## src/rtl/lmon_pkg.sv

```systemverilog
package lmon_pkg;

  localparam int SRC_W  = 3;
  localparam int CTRL_W = SRC_W + 1;

  typedef struct packed {
    logic             en;
    logic             tx_dir;
    logic [SRC_W-1:0] src;
  } mon_sel_t;

  typedef struct packed {
    logic clk;
    logic p;
    logic n;
  } tap_t;

  // Source code zero means no monitoring, independent of direction bit.
  function automatic mon_sel_t decode_ctrl(input logic [CTRL_W-1:0] code);
    mon_sel_t s;
    s.src    = code[SRC_W-1:0];
    s.tx_dir = code[CTRL_W-1];
    s.en     = |code[SRC_W-1:0];
    return s;
  endfunction

endpackage

```

## src/rtl/lmon_tap_mux.sv

```systemverilog
module lmon_tap_mux
  import lmon_pkg::*;
#(
  parameter int NUM_CH = 8
) (
  input  mon_sel_t          sel,
  input  logic [NUM_CH-1:0] rx_clk_i,
  input  logic [NUM_CH-1:0] rx_pos_i,
  input  logic [NUM_CH-1:0] rx_neg_i,
  input  logic [NUM_CH-1:0] tx_clk_i,
  input  logic [NUM_CH-1:0] tx_pos_i,
  input  logic [NUM_CH-1:0] tx_neg_i,
  output tap_t              tap_o
);

  tap_t rx_tap [NUM_CH];
  tap_t tx_tap [NUM_CH];

  for (genvar i = 0; i < NUM_CH; i++) begin : g_ch
    assign rx_tap[i] = '{clk: rx_clk_i[i], p: rx_pos_i[i], n: rx_neg_i[i]};
    assign tx_tap[i] = '{clk: tx_clk_i[i], p: tx_pos_i[i], n: tx_neg_i[i]};
  end

  always_comb begin
    if (sel.tx_dir) tap_o = tx_tap[sel.src];
    else            tap_o = rx_tap[sel.src];
  end

endmodule

```

## src/rtl/lmon_port_drive.sv

```systemverilog
module lmon_port_drive
  import lmon_pkg::*;
#(
  parameter int NUM_CH = 8
) (
  input  logic              clk,
  input  logic              rst_n,
  input  mon_sel_t          sel,
  input  tap_t              tap_i,
  input  logic              remote_loop,
  input  logic [NUM_CH-1:0] rx_clk_i,
  input  logic [NUM_CH-1:0] rx_pos_i,
  input  logic [NUM_CH-1:0] rx_neg_i,
  input  logic              tx_pos0_i,
  input  logic              tx_neg0_i,
  output logic [NUM_CH-1:0] rx_clk_o,
  output logic [NUM_CH-1:0] rx_pos_o,
  output logic [NUM_CH-1:0] rx_neg_o,
  output logic              line_tx_pos_o,
  output logic              line_tx_neg_o
);

  localparam int OTH = NUM_CH - 1;

  // Named internal events for the assertions.
  logic mon_active;
  tap_t own_rx;
  tap_t ch1_next;
  logic loop_path;
  logic armed;

  assign mon_active = sel.en;
  assign own_rx     = '{clk: rx_clk_i[0], p: rx_pos_i[0], n: rx_neg_i[0]};
  assign ch1_next   = mon_active ? tap_i : own_rx;
  assign loop_path  = remote_loop;

  always_ff @(posedge clk) begin
    if (!rst_n) begin
      rx_clk_o      <= '0;
      rx_pos_o      <= '0;
      rx_neg_o      <= '0;
      line_tx_pos_o <= 1'b0;
      line_tx_neg_o <= 1'b0;
      armed         <= 1'b0;
    end else begin
      rx_clk_o[NUM_CH-1:1] <= rx_clk_i[NUM_CH-1:1];
      rx_pos_o[NUM_CH-1:1] <= rx_pos_i[NUM_CH-1:1];
      rx_neg_o[NUM_CH-1:1] <= rx_neg_i[NUM_CH-1:1];
      rx_clk_o[0]          <= ch1_next.clk;
      rx_pos_o[0]          <= ch1_next.p;
      rx_neg_o[0]          <= ch1_next.n;
      line_tx_pos_o        <= loop_path ? ch1_next.p : tx_pos0_i;
      line_tx_neg_o        <= loop_path ? ch1_next.n : tx_neg0_i;
      armed                <= 1'b1;
    end
  end

  assert_other_untouched_R2: assert property (@(posedge clk) disable iff (!rst_n)
    armed |-> (rx_pos_o[OTH:1] == $past(rx_pos_i[OTH:1]) &&
               rx_neg_o[OTH:1] == $past(rx_neg_i[OTH:1]) &&
               rx_clk_o[OTH:1] == $past(rx_clk_i[OTH:1])));

  assert_idle_own_rx_R3: assert property (@(posedge clk) disable iff (!rst_n)
    (armed && !$past(mon_active)) |->
      (rx_pos_o[0] == $past(rx_pos_i[0]) && rx_neg_o[0] == $past(rx_neg_i[0])));

  assert_tap_reaches_ch1_R4: assert property (@(posedge clk) disable iff (!rst_n)
    (armed && $past(mon_active)) |->
      (rx_clk_o[0] == $past(tap_i.clk) && rx_pos_o[0] == $past(tap_i.p)));

  assert_tx_own_data_R6: assert property (@(posedge clk) disable iff (!rst_n)
    (armed && !$past(loop_path)) |->
      (line_tx_pos_o == $past(tx_pos0_i) && line_tx_neg_o == $past(tx_neg0_i)));

  assert_loop_follows_rx_R7: assert property (@(posedge clk) disable iff (!rst_n)
    (armed && $past(loop_path)) |->
      (line_tx_pos_o == rx_pos_o[0] && line_tx_neg_o == rx_neg_o[0]));

endmodule

```

## src/rtl/line_monitor_select.sv

```systemverilog
module line_monitor_select
  import lmon_pkg::*;
#(
  parameter int NUM_CH = 8
) (
  input  logic              clk,
  input  logic              rst_n,
  input  logic [3:0]        mon_ctrl,
  input  logic              remote_loop,
  input  logic [NUM_CH-1:0] rx_clk_i,
  input  logic [NUM_CH-1:0] rx_pos_i,
  input  logic [NUM_CH-1:0] rx_neg_i,
  input  logic [NUM_CH-1:0] tx_clk_i,
  input  logic [NUM_CH-1:0] tx_pos_i,
  input  logic [NUM_CH-1:0] tx_neg_i,
  output logic [NUM_CH-1:0] rx_clk_o,
  output logic [NUM_CH-1:0] rx_pos_o,
  output logic [NUM_CH-1:0] rx_neg_o,
  output logic              line_tx_pos_o,
  output logic              line_tx_neg_o
);

  mon_sel_t sel;
  tap_t     tap;

  assign sel = decode_ctrl(mon_ctrl);

  lmon_tap_mux #(.NUM_CH(NUM_CH)) u_mux (
    .sel      (sel),
    .rx_clk_i (rx_clk_i),
    .rx_pos_i (rx_pos_i),
    .rx_neg_i (rx_neg_i),
    .tx_clk_i (tx_clk_i),
    .tx_pos_i (tx_pos_i),
    .tx_neg_i (tx_neg_i),
    .tap_o    (tap)
  );

  lmon_port_drive #(.NUM_CH(NUM_CH)) u_drive (
    .clk           (clk),
    .rst_n         (rst_n),
    .sel           (sel),
    .tap_i         (tap),
    .remote_loop   (remote_loop),
    .rx_clk_i      (rx_clk_i),
    .rx_pos_i      (rx_pos_i),
    .rx_neg_i      (rx_neg_i),
    .tx_pos0_i     (tx_pos_i[0]),
    .tx_neg0_i     (tx_neg_i[0]),
    .rx_clk_o      (rx_clk_o),
    .rx_pos_o      (rx_pos_o),
    .rx_neg_o      (rx_neg_o),
    .line_tx_pos_o (line_tx_pos_o),
    .line_tx_neg_o (line_tx_neg_o)
  );

endmodule

```

## config.mk

```make
export PLATFORM = sky130hd
export DESIGN_NAME = line_monitor_select
export DESIGN_NICKNAME = d
export VERILOG_FILES = /design/src/rtl/lmon_pkg.sv /design/src/rtl/lmon_tap_mux.sv /design/src/rtl/lmon_port_drive.sv /design/src/rtl/line_monitor_select.sv
export SDC_FILE = /design/constraint.sdc
export NUM_CORES = 1
export LEC_CHECK = 0
export BUFFER_PORTS_ARGS = -buffer_cell sky130_fd_sc_hd__buf_2
export CELL_PAD_IN_SITES_DETAIL_PLACEMENT = 0
export CELL_PAD_IN_SITES_GLOBAL_PLACEMENT = 1
export CORE_MARGIN = 2
export CORE_UTILIZATION = 32
export CTS_BUF_LIST = sky130_fd_sc_hd__clkbuf_4 sky130_fd_sc_hd__clkbuf_8
export DETAILED_ROUTE_END_ITERATION = 7
export PLACE_DENSITY = 0.91
export SLEW_MARGIN = 20
export SYNTH_ARGS = -nofsm -noshare
export SYNTH_HDL_FRONTEND = slang
export SYNTH_SLANG_ARGS = --single-unit
```

## constraint.sdc

```tcl
create_clock -name clk -period 2.3 [get_ports clk]
set_input_delay 0.115 -clock clk [delete_from_list [all_inputs] [get_ports clk]]
set_output_delay 0.115 -clock clk [all_outputs]
set_load 0.05 [all_outputs]
```

==> reports/metrics.csv <==
metric,value,unit
area_delta_synth_final,37.12,%
drt_first_iter_violations,74,
rsz0062_at_grt,no,
end_kind,flip-flop,
port_buffers,80,
grt.met1_usage,17.87,%
use_met3,2.083,%
cts_hold_buf,0,
layout_commonest_cell,buf_2,
synth_cell_types,30,
dp_hpwl,2312,um
worstPathRequired,2.44,ns
cp-start-kind,input pin,
dieArea,0.004222,mm2
cellPowerDensity,608.1,mW/mm2
avgSynthCellArea,10.72,um2
nNetsFinal,243,
power_switching,296.1,uW
synth_warnings,0,
drc,0,
cts_tree,done,
max-slew-margin-rel,64.78,%
fmax,743.5,MHz
core,0.003606,mm2
n_antenna_cell,0,
status,"finished, final reports clean",
worst_slew_pin_slew,0.5282,ns
grt_max_degree,27,
ir_worst_vdd,0.2339,mV
grt_pass1_vias,995,
finalCriticalPeriod,1.345,ns
p_int,696.1,uW
fin_crit_sh,58.48,%
drt_wl_total,2821,um
ys_seq_area_share,43.74,%
row_count,22,
cts_root_buffer,clkbuf_8,
setup_violations,0,
use_met2,24.61,%
overflow,0,
finalMaxSlewViolations,0,
seq_power_share,48.7,%
start_util,33.00,%
fin_area,0.001632,mm2
clock-sinks,26,
cts_buffers,3,
fp.dieW,64.98,um
dr.pass1.iters,4,
setup-tns-final,0,ns
leakage,0.0008260,uW
wl_per_cell,12.06,um
grt_usage,14.07,%
min_path_type,in2reg,
power_frac_comb,27.7,%
vias,1056,
drive_gt1_share,46.77,%
ios,81,
swShare,29.84,%
vias_per_cell,4.513,
maxCapViolCount,0,
finalHoldViolCount,0,
cts_resized,0,
htreeDepth,1,
clk_pin_slew,0.08,ns
synth_nets,166,
critPathKind,in2reg,
crit_fanout,23,
synth_cells,111,
final_cell_mix,"80 x buf_2, 26 x dfxtp_1, 23 x and2_1",
clk_path_buf_depth,2,
ant_nets,0,
ys_seq_elements,26,
syn-cell-area,0.001190,mm2
post_cts_buffers,0,
place_area,0.001590,mm2
antenna_found_initial,0,
routabilityCongestion,0.7690,
grt_pass1_wl,4657,um
clock_power_share,23.6,%
nFillCells,356,
chipHeight,64.98,um
grt_busiest_layer,met2,
crit_arrival,1.48,ns
registers in the layout (all words and copies together) (netlist names):
signal and flops:
u_drive.rx_clk_o 8, u_drive.line_tx_neg_o 1, u_drive.line_tx_pos_o 1, u_drive.rx_neg_o 8, u_drive.rx_pos_o 8
worst max-delay path, cell delays in order:
cell,delay (ns)
buf_2,0.43
mux4_2,0.57
a221oi_1,0.30
a211oi_1,0.07
path summary, 6_finish.rpt:
| kind | to | cells after the start | from | slack, ns |
|---|---|---|---|---|
| min | u_drive.rx_clk_o[6]$_SDFF_PN0_ | 2 | rx_clk_i[6] | 0.07 |
| max | u_drive.rx_clk_o[0]$_SDFF_PN0_ | 4 | mon_ctrl[0] | 0.96 |
area by class of cell:
cell class | count | area [um2] | area share (%)
Tap cell | 48 | 60.06 | 3.681
Sequential cell | 26 | 520.5 | 31.90
Clock buffer | 3 | 41.29 | 2.531
Timing Repair Buffer | 80 | 400.4 | 24.54
Multi-Input combinational cell | 77 | 609.3 | 37.35
per-layer routing:
layer	wire (um)	up-vias
li1	-	544
met1	1279	458
met2	1291	52
met3	222	2
met4	27	0
met5	0	-
power by group through the flow:
stage                     registers (uW)  clock network [uW]  logic, uW
after floorplan                      595                   0       92.7
after global placement               494                   0        275
after detailed placement             494                   0        277
after CTS                            484                 244        278
after global routing                 486                 263        297
final                                483                 234        275
cell families after synthesis:
family / after synthesis / share of synthesized area [%]
buf+inv: 8 / 5.048
mux: 21 / 23.24
flops: 26 / 43.74
compound gates: 15 / 8.413
simple gates: 41 / 19.56
cells in the mapped netlist (all sizes together):
| cell type | count | area, um2 |
|---|---|---|
| a211oi | 1 | 7.510 |
| a21boi | 1 | 7.510 |
| a21oi | 2 | 10.01 |
| a221oi | 2 | 17.52 |
| a22oi | 1 | 7.510 |
| a31o | 1 | 8.760 |
| a31oi | 1 | 6.260 |
| and2 | 23 | 143.9 |
| and2b | 1 | 7.510 |
| buf | 5 | 48.80 |
| clkbuf | 3 | 11.26 |
| dfxtp | 26 | 520.5 |
| mux2i | 16 | 160.2 |
| mux4 | 5 | 116.4 |
| nand2 | 5 | 18.77 |
| nand2b | 1 | 6.260 |
| nand3 | 2 | 10.01 |
| nand4 | 1 | 6.260 |
| nor2 | 4 | 15.01 |
| nor2b | 1 | 6.260 |
| nor3 | 1 | 5.000 |
| nor3b | 1 | 7.510 |
| o211ai | 1 | 7.510 |
| o21ai | 3 | 15.01 |
| o22ai | 2 | 12.51 |
| or3 | 1 | 6.260 |
metrics by stage:
step / instances / utilization (%) / total power, uW / worst slack [ns] / hold WS, ns
after global placement: 231 / 44.10 / 769.0 / 0.6960 / 0.3294
after detailed placement: 231 / 44.10 / 771.0 / 0.6680 / 0.3319
after CTS: 234 / 45.25 / 1005 / 0.9378 / 0.06272
final: 234 / 45.25 / 992.2 / 0.9551 / 0.06698
after global routing: 234 / 45.25 / 1046 / 0.8323 / 0.06179
after floorplan: 111 / - / 687.3 / 0.9992 / 0.2152
Note: power is estimated with default switching activity, not from simulation.
